$ cat config.mk
export PLATFORM = sky130hd
export DESIGN_NAME = lblmon_top
export DESIGN_NICKNAME = d
export VERILOG_FILES = /design/src/rtl/lblmon_pkg.sv /design/src/rtl/lblmon_persist.sv /design/src/rtl/lblmon_alarm.sv /design/src/rtl/lblmon_regs.sv /design/src/rtl/lblmon_top.sv
export SDC_FILE = /design/constraint.sdc
export NUM_CORES = 1
export LEC_CHECK = 0
export BUFFER_PORTS_ARGS = -buffer_cell sky130_fd_sc_hd__buf_4
export CAP_MARGIN = 5
export CORE_MARGIN = 2
export CORE_UTILIZATION = 45
export DETAILED_ROUTE_END_ITERATION = 10
export PLACE_DENSITY = 0.77
export SETUP_SLACK_MARGIN = 0.02
export SYNTH_ARGS = -nofsm -noshare
export SYNTH_HDL_FRONTEND = slang
export SYNTH_SLANG_ARGS = --single-unit
$ cat constraint.sdc
create_clock -name clk -period 2.25 [get_ports clk]
set_input_delay 0.225 -clock clk [delete_from_list [all_inputs] [get_ports clk]]
set_output_delay 0.225 -clock clk [all_outputs]
set_load 0.05 [all_outputs]
$ cat src/rtl/lblmon_pkg.sv
`timescale 1ns/1ps
package lblmon_pkg;

    localparam int LBL_W = 8;
    typedef logic [LBL_W-1:0] lbl_t;

    localparam int ADDR_W = 2;
    localparam logic [ADDR_W-1:0] A_DELTA  = 2'd0;
    localparam logic [ADDR_W-1:0] A_EXPECT = 2'd1;
    localparam logic [ADDR_W-1:0] A_ACCEPT = 2'd2;
    localparam logic [ADDR_W-1:0] A_STATUS = 2'd3;

    localparam int DB_MM  = 1;
    localparam int DB_UN  = 2;
    localparam int DB_CHG = 4;

    localparam lbl_t EXPECT_RST = 8'h18;

    typedef struct packed {
        logic chg;
        logic un;
        logic mm;
    } delta_t;

    function automatic logic lbl_special(lbl_t v);
        return (v == 8'h00) || (v == 8'h01) || (v == 8'hFC) || (v == 8'hFF);
    endfunction

endpackage

$ cat src/rtl/lblmon_persist.sv
`timescale 1ns/1ps
module lblmon_persist
    import lblmon_pkg::*;
#(
    parameter int PERSIST = 5
) (
    input  logic clk,
    input  logic rst_n,
    input  logic stb_i,
    input  lbl_t byte_i,
    output lbl_t acc_o,
    output logic valid_o,
    output logic store_o
);
    localparam int CNT_W = $clog2(PERSIST + 1);
    localparam logic [CNT_W-1:0] CNT_TOP = CNT_W'(PERSIST);

    typedef struct packed {
        lbl_t             prev;
        logic [CNT_W-1:0] cnt;
        lbl_t             acc;
        logic             valid;
    } st_t;

    st_t  s_d, s_q;
    logic store_d;

    always_comb begin
        s_d     = s_q;
        store_d = 1'b0;
        if (stb_i) begin
            if ((s_q.cnt != '0) && (byte_i == s_q.prev)) begin
                if (s_q.cnt < CNT_TOP) begin
                    s_d.cnt = s_q.cnt + 1'b1;
                end
            end else begin
                s_d.cnt  = CNT_W'(1);
                s_d.prev = byte_i;
            end
            if ((s_d.cnt == CNT_TOP) && (!s_q.valid || (byte_i != s_q.acc))) begin
                s_d.acc   = byte_i;
                s_d.valid = 1'b1;
                store_d   = 1'b1;
            end
        end
    end

    always_ff @(posedge clk or negedge rst_n) begin
        if (!rst_n) begin
            s_q <= '0;
        end else begin
            s_q <= s_d;
        end
    end

    assign acc_o   = s_q.acc;
    assign valid_o = s_q.valid;
    assign store_o = store_d;

    p_cnt_bound_r2: assert property (@(posedge clk) disable iff (!rst_n)
        s_q.cnt <= CNT_TOP);
    p_acc_on_stb_r1: assert property (@(posedge clk) disable iff (!rst_n)
        !stb_i |=> $stable(s_q.acc));
    p_valid_sticky_r7: assert property (@(posedge clk) disable iff (!rst_n)
        s_q.valid |=> s_q.valid);

endmodule

$ cat src/rtl/lblmon_alarm.sv
`timescale 1ns/1ps
module lblmon_alarm
    import lblmon_pkg::*;
(
    input  logic clk,
    input  logic rst_n,
    input  lbl_t acc_i,
    input  lbl_t exp_i,
    input  logic valid_i,
    output logic mm_o,
    output logic un_o,
    output logic mm_flip_o,
    output logic un_flip_o
);
    typedef struct packed {
        logic mm;
        logic un;
    } al_t;

    al_t al_d, al_q;

    always_comb begin
        al_d.mm = valid_i && (acc_i != exp_i) && !lbl_special(acc_i);
        al_d.un = valid_i && (acc_i == '0) && (exp_i != '0);
    end

    always_ff @(posedge clk or negedge rst_n) begin
        if (!rst_n) begin
            al_q <= '0;
        end else begin
            al_q <= al_d;
        end
    end

    assign mm_o      = al_q.mm;
    assign un_o      = al_q.un;
    assign mm_flip_o = al_d.mm != al_q.mm;
    assign un_flip_o = al_d.un != al_q.un;

    p_alarm_excl_r6: assert property (@(posedge clk) disable iff (!rst_n)
        !(al_q.mm && al_q.un));
    p_idle_quiet_r7: assert property (@(posedge clk) disable iff (!rst_n)
        !valid_i |-> (!al_q.mm && !al_q.un));

endmodule

$ cat src/rtl/lblmon_regs.sv
`timescale 1ns/1ps
module lblmon_regs
    import lblmon_pkg::*;
(
    input  logic              clk,
    input  logic              rst_n,
    input  logic              wr_i,
    input  logic [ADDR_W-1:0] addr_i,
    input  lbl_t              wdata_i,
    input  logic              store_i,
    input  logic              mm_flip_i,
    input  logic              un_flip_i,
    input  lbl_t              acc_i,
    input  logic              mm_i,
    input  logic              un_i,
    output lbl_t              exp_o,
    output delta_t            delta_o,
    output lbl_t              rdata_o
);
    typedef struct packed {
        lbl_t   expl;
        delta_t dl;
    } rg_t;

    rg_t    r_d, r_q;
    delta_t clr, setv;

    always_comb begin
        clr  = '0;
        setv = '0;
        r_d  = r_q;
        if (wr_i && (addr_i == A_DELTA)) begin
            clr.chg = wdata_i[DB_CHG];
            clr.un  = wdata_i[DB_UN];
            clr.mm  = wdata_i[DB_MM];
        end
        if (wr_i && (addr_i == A_EXPECT)) begin
            r_d.expl = wdata_i;
        end
        setv.chg = store_i;
        setv.un  = un_flip_i;
        setv.mm  = mm_flip_i;
        r_d.dl   = (r_q.dl & ~clr) | setv;
    end

    always_ff @(posedge clk or negedge rst_n) begin
        if (!rst_n) begin
            r_q.expl <= EXPECT_RST;
            r_q.dl   <= '0;
        end else begin
            r_q <= r_d;
        end
    end

    always_comb begin
        rdata_o = '0;
        unique case (addr_i)
            A_DELTA: begin
                rdata_o[DB_CHG] = r_q.dl.chg;
                rdata_o[DB_UN]  = r_q.dl.un;
                rdata_o[DB_MM]  = r_q.dl.mm;
            end
            A_EXPECT: rdata_o = r_q.expl;
            A_ACCEPT: rdata_o = acc_i;
            A_STATUS: begin
                rdata_o[0] = mm_i;
                rdata_o[1] = un_i;
            end
            default: rdata_o = '0;
        endcase
    end

    assign exp_o   = r_q.expl;
    assign delta_o = r_q.dl;

    p_w0_keep_r9: assert property (@(posedge clk) disable iff (!rst_n)
        (wr_i && addr_i == A_DELTA && wdata_i == '0) |=> ((r_q.dl & $past(r_q.dl)) == $past(r_q.dl)));
    p_exp_write_r4: assert property (@(posedge clk) disable iff (!rst_n)
        (wr_i && addr_i == A_EXPECT) |=> (r_q.expl == $past(wdata_i)));
    p_rsvd_zero_r10: assert property (@(posedge clk) disable iff (!rst_n)
        (addr_i == A_DELTA) |-> (rdata_o[7:5] == 3'b000 && !rdata_o[3] && !rdata_o[0]));

endmodule

$ cat src/rtl/lblmon_top.sv
`timescale 1ns/1ps
module lblmon_top
    import lblmon_pkg::*;
#(
    parameter int PERSIST = 5
) (
    input  logic       clk,
    input  logic       rst_n,
    input  logic       fr_stb,
    input  logic [7:0] fr_byte,
    input  logic       reg_wr,
    input  logic [1:0] reg_addr,
    input  logic [7:0] reg_wdata,
    output logic [7:0] reg_rdata,
    output logic [7:0] acc_label,
    output logic       mismatch,
    output logic       unequipped
);
    lbl_t   acc_w, exp_w;
    logic   valid_w, store_w, mm_w, un_w, mm_flip_w, un_flip_w;
    delta_t delta_w;

    lblmon_persist #(.PERSIST(PERSIST)) u_persist (
        .clk     (clk),
        .rst_n   (rst_n),
        .stb_i   (fr_stb),
        .byte_i  (fr_byte),
        .acc_o   (acc_w),
        .valid_o (valid_w),
        .store_o (store_w)
    );

    lblmon_alarm u_alarm (
        .clk       (clk),
        .rst_n     (rst_n),
        .acc_i     (acc_w),
        .exp_i     (exp_w),
        .valid_i   (valid_w),
        .mm_o      (mm_w),
        .un_o      (un_w),
        .mm_flip_o (mm_flip_w),
        .un_flip_o (un_flip_w)
    );

    lblmon_regs u_regs (
        .clk       (clk),
        .rst_n     (rst_n),
        .wr_i      (reg_wr),
        .addr_i    (reg_addr),
        .wdata_i   (reg_wdata),
        .store_i   (store_w),
        .mm_flip_i (mm_flip_w),
        .un_flip_i (un_flip_w),
        .acc_i     (acc_w),
        .mm_i      (mm_w),
        .un_i      (un_w),
        .exp_o     (exp_w),
        .delta_o   (delta_w),
        .rdata_o   (reg_rdata)
    );

    assign acc_label  = acc_w;
    assign mismatch   = mm_w;
    assign unequipped = un_w;

    p_mm_delta_r8: assert property (@(posedge clk) disable iff (!rst_n)
        !$stable(mm_w) |-> delta_w.mm);
    p_un_delta_r8: assert property (@(posedge clk) disable iff (!rst_n)
        !$stable(un_w) |-> delta_w.un);
    p_chg_delta_r3: assert property (@(posedge clk) disable iff (!rst_n)
        !$stable(acc_w) |-> delta_w.chg);

endmodule

==> After elaboration in Yosys (flattened, before gate mapping) <==
Cells that the tools add are included.
{ "totals": {"reg_bits": 33, "input_bits": 22, "out_inout_bits": 18, "elab_cells": 60} }
{ "classes": {"add_sub_neg": 1, "n_lt_le_gt_ge": 1, "eq_ne": 12, "mux": 12, "bitwise_logic": 4, "n_reduce_logical": 20} }
{ "ops": {"columns": ["operator", "count"], "rows": [
  ["equality test 8 bit (second input constant)", 2],
  ["!= test 8 bit", 2],
  ["2-to-1 mux 3 bit", 4],
  ["case mux 1 bit (3 select lines)", 3],
  ["equality test 8 x 1 -> 1 bit (second input constant)", 1],
  ["equality test 8 bit", 1],
  ["logical AND 1 bit", 8],
  ["zero test 8 bit", 1],
  ["nonzero test 8 bit", 1],
  ["case mux 3 bit (2 select lines)", 1],
  ["equality test 2 bit (second input constant)", 2],
  ["logical OR 1 bit", 4],
  ["case mux 1 bit (4 select lines)", 1],
  ["AND reduction 2 bit", 2],
  ["adder 3 x 1 -> 3 bit (second input constant)", 1],
  ["bitwise AND 3 bit", 1],
  ["equality test 3 bit (second input constant)", 1],
  ["< comparator 3 bit (second input constant)", 1],
  ["NOT 3 bit", 1],
  ["OR 3 bit", 1],
  ["nonzero test 3 bit", 1],
  ["equality test 2 x 1 -> 1 bit (second input constant)", 1],
  ["zero test 1 bit", 2],
  ["zero test 2 bit", 1],
  ["other kinds (4)", 6]
]} }

==> Longest topological paths before layout <==
{ "logic_depth": {"word_depth": 9, "mapped_depth": 7, "ltp_nobuf": 7} }

==> Cells and area by module <==
A second synthesis with hierarchy kept.
{ "hier_totals": {"cells_unflattened": 173, "hier_area_um2": 1963.1} }
{ "modules_own_cells": {"columns": ["mod", "n_inst", "cells_per_inst", "area_each_um2", "seq_area_each_um2"], "rows": [
  ["lblmon_persist", 1, 95, 1104.8, 500.5],
  ["lblmon_regs", 1, 52, 623.1, 277.8],
  ["lblmon_alarm", 1, 26, 235.2, 50.0]
]} }

==> Least setup slack after synthesis <==
Ideal clock, no wire load.
{ "synth_path": {"path_kind": "register to register", "startpoint": "register u_persist.s_q[9] in the netlist's numbering", "endpoint": "register u_persist.s_q[12] in the netlist's numbering", "setup_time_ps": 125, "t_arrival_ps": 2060, "t_required_ps": 2125, "path_slack_ps": 65, "stages_incl_launch_ff": 7, "path_buffers": 0, "synth_period_minus_slack_ps": 2185, "cell_sequence": "dfrtp_1 > inv_1 > ha_1 > a2111o_1 > nor4_4 > nand2b_1 > mux2_2"} }
{ "synth_via": {"elab_chain_cells": 4} }
{ "synth_lines": {"columns": ["element", "line", "rtl"], "rows": [
  ["start: declaration", "lblmon_persist.sv:25", "st_t s_d, s_q;"],
  ["start signal: assignment", "lblmon_persist.sv:50", "s_q <= '0;"],
  ["start signal: assignment", "lblmon_persist.sv:52", "s_q <= s_d;"],
  ["nonzero test 3 bit", "lblmon_persist.sv:32", "if ((s_q.cnt != '0) && (byte_i == s_q.prev)) begin"],
  ["logical AND 1 bit", "lblmon_persist.sv:32", null],
  ["NOT 1 bit (no line)", null, null],
  ["AND reduction 2 bit (no line)", null, null]
]} }
No other way between the ends.
A chain may end at the register's enable or synchronous reset.

==> Final worst setup path <==
{ "layout_path": {"startpoint": "register u_persist.s_q[10] in the netlist's numbering", "endpoint": "register u_persist.s_q (netlist bit u_persist.acc_o[3])"} }
{ "layout_via": {"elab_chain_cells": 7, "word_cells_on_any_way": 10, "cone_classes": "add/sub (1); order compare (1); eq/ne (1); mux (3); reduce/logical (4)"} }
{ "layout_lines": {"columns": ["element", "line", "rtl"], "rows": [
  ["adder 3 x 1 -> 3 bit (tied with other cells)", "lblmon_persist.sv:34", "s_d.cnt = s_q.cnt + 1'b1;"],
  ["2-to-1 mux 3 bit / logical AND 1 bit (equally long branches)", "lblmon_persist.sv:33, lblmon_persist.sv:32", null],
  ["2-to-1 mux 3 bit *", "lblmon_persist.sv:32", null],
  ["2-to-1 mux 3 bit *", "lblmon_persist.sv:31", "if (stb_i) begin"],
  ["equality test 3 bit *", "lblmon_persist.sv:40", "if ((s_d.cnt == CNT_TOP) && (!s_q.valid || (byte_i != s_q.acc))) begin"],
  ["logical AND 1 bit *", "lblmon_persist.sv:40", null],
  ["AND reduction 2 bit (no line) *", null, null]
]} }
Mark *: on every way between the ends. The rest lies on a longest branch, timed or not. The select of a mux whose other input is x is not followed.

==> flow_summary.ini <==
[yosys]
synth.mux.area_fraction = 0.147
syn_inst = 182
synth-compound-area-share = 0.0943
synth_seq_cells = 33
seq_area_frac_synth = 0.419
netlist.area_leader.share = 0.392
synthFlopType = dfrtp_1
synth_top_family_by_area = multiplexers
syn_nets = 212
yosysTopAreaCell = dfrtp_1
netlist_area_um2 = 1980
synth_simple_gate_area_frac = 0.137
synth_xor_area_frac = 0.0975
avgSynthCellArea_um2 = 10.9
synth_edf_count = 0
synthTopCellsByArea = dfrtp_1 39%, mux2_2 14%, xor2_1 6.6%, ha_1 5.1%, xnor2_1 3.1%
synthAdderAreaFrac = 0.0506
yosysWarnings = 0
yosysUniqueCellTypes = 35
async_flop_share = 1.00

[routing]
drt_wl_total_um = 4260
drcViolationCount = 0
vias = 1466
drtIter0Drc = 93
ant_nets = 0
via_per_inst = 5.33
dr.pass1.iters = 4
wl_per_cell_um = 15.5

[layout]
drive_gt1_frac = 0.363
fillerInstances = 381
synthToLayoutAreaGrowth_pct = 21.8
final_cell_area_um2 = 2410
layout_common_cells = 45 x buf_4, 31 x dfrtp_1, 23 x mux2_2, 15 x xor2_1, 14 x nand2_1
layout_commonest_cell = buf_4
final_cells = 275
diodes = 0
final_nets = 252

[sta]
rsz0062_at_grt = false
setup_viol = 0
min_period_ns = 2.10
slew_headroom = 0.629
finClkSkew_ns = 0.00743
max_freq_mhz = 476
finalSetupTns_ns = 0
period_share = 0.933
final_max_slew_viol_count = 0
fin_hold_ws_ns = 0.170
hold_violations = 0
worst_pin_slew_ns = 0.554

[setup_path]
ff2ff_setup_slack_ns = 0.15
startpoint_type = flip-flop
critPathKind = flip-flop to flip-flop
cp_top_family = compound AO/OA/AOI/OAI gates
arrival_ns = 2.28
cpPeakStageDelay_ns = 0.44
rr_startpoint = u_persist.s_q[10]
reg2reg_depth = 7
crit_buf_inv = 2
cp-end-kind = flip-flop
cp_max_fo = 8
crit_path_cell_trace = inv_1, ha_1, a2111o_1, nor4_4, buf_4, nand4_4, mux2_4
slowest_stage = a2111o_1
reg2reg_to = u_persist.acc_o[3]
worstPathRequired_ns = 2.43

[global_routing]
grt_max_degree = 34
overflow = 0
antenna_found_initial = 0
grt_util_all_layers = 0.190
grt_pass1_vias = 1494
grt_pass1_wl_um = 7370

[clock_network]
clockRootBuffer = clkbuf_8
cts_buffer_depth = 2
cts_tree = yes
cts_made_buffers = 5
htree_levels = 2
clk_pin_slew_worst_paths_ns = 0.07
cts.sinks = 33
clock_latency_ns = 0.29

[outcome]
status = completed

[die]
num_io_pins = 40
placementRows = 24
die-area_um2 = 4940
start_util = 0.460
core_area_um2 = 4290
die_w_um = 70.3
die_height_um = 70.3

[power]
vdd_drop_max_uv = 425
leakagePower_nw = 1.14
p_per_area_nw_per_um2 = 610
total_power_mw = 1.47

[placement]
dp.final_hpwl_um = 3150
dp_cells = 262
place.port_buffers = 39
placed_cell_area_um2 = 2270
place.gp.congestion = 0.834

[worst_hold_path]
min_to = u_regs.exp_o[6]
hold_path.class = primary input to flip-flop
whs_path_depth = 2
min-delay-start = reg_wdata[6]

[flow_run]
maxCapViolCount = 0
## layer usage
| layer | GRT usage | vias up | share of wire |
|---|---|---|---|
| li1 | - | 720 | - |
| met1 | 0.257 | 703 | 0.45 |
| met2 | 0.291 | 38 | 0.48 |
| met3 | 0.0548 | 5 | 0.052 |
| met4 | 0.0705 | 0 | 0.016 |
| met5 | 0 | - | 0 |
## Yosys cell counts (5+ instances only)
cell type,n
nand3_1,6
mux2_2,24
clkbuf_1,5
xnor2_1,7
inv_1,8
nor4_1,6
ha_1,8
nand2_1,14
nor2_1,7
buf_4,8
xor2_1,15
nor2b_1,7
dfrtp_1,31
## area by class of cell
class | count | area, um^2 | area share
Clock buffer | 8 | 90.1 | 0.0374
Sequential cell | 33 | 828 | 0.344
Inverter | 8 | 30.0 | 0.0125
Multi-Input combinational cell | 128 | 1050 | 0.435
Timing Repair Buffer | 46 | 348 | 0.144
Tap cell | 52 | 65.1 | 0.0270
## sequential cells by signal (all words and copies together), names as in the netlist
register and flops:
u_alarm.mm_o 1, u_alarm.un_o 1, u_persist.acc_o 8, u_persist.s_q 11, u_persist.valid_o 1, u_regs.delta_o 3
u_regs.exp_o 8
## what timing repair did
action / in CTS / in global routing
endpoints found under the hold margin: 31 / 0
hold buffers: 1 / 0
setup endpoints to repair: 0 / 12
buffers inserted: 0 / 4
gates resized for setup: 0 / 2
## how the worst max path moves through the flow
stage / startpoint / to / slack [ns] / depth (start not counted)
4_1_cts: u_persist.s_q[9] / u_persist.acc_o[3] / 0.08 / 7
5_1_grt: u_persist.s_q[10] / u_persist.acc_o[3] / 0.02 / 7
3_3_place_gp: u_persist.s_q[9] / u_persist.acc_o[4] / 0.15 / 7
3_5_place_dp: u_persist.s_q[9] / u_persist.acc_o[3] / 0.10 / 7
2_1_floorplan: u_persist.s_q[9] / u_persist.s_q[12] / 0.06 / 6
6_report: u_persist.s_q[10] / u_persist.acc_o[3] / 0.15 / 7
## through the flow
stage                     setup WS [ns]   util
after floorplan                  0.0649      -
after global placement            0.153  0.529
after detailed placement          0.103  0.529
after CTS                        0.0844  0.552
after global routing             0.0183  0.561
final                             0.150  0.561
## power breakdown
group / internal, mW / switching, mW / total [mW] / leakage (nW)
logic: 0.151 / 0.152 / 0.303 / 0.676
registers: 0.650 / 0.0534 / 0.704 / 0.418
clock network: 0.249 / 0.213 / 0.462 / 0.0455
total: 1.05 / 0.418 / 1.47 / 1.14
## cell families (layout without fill, tap and decap cells)
| group | after synthesis | after routing |
|---|---|---|
| XOR/XNOR | 22 | 22 |
| multiplexers | 26 | 26 |
| AO/OA/AOI/OAI | 24 | 24 |
| flip-flops | 33 | 33 |
| buffers and inverters | 21 | 62 |
| adder cells (fa/ha/maj) | 8 | 8 |
| AND/OR/NAND/NOR | 48 | 48 |
Power figures use the tool's default switching activity.
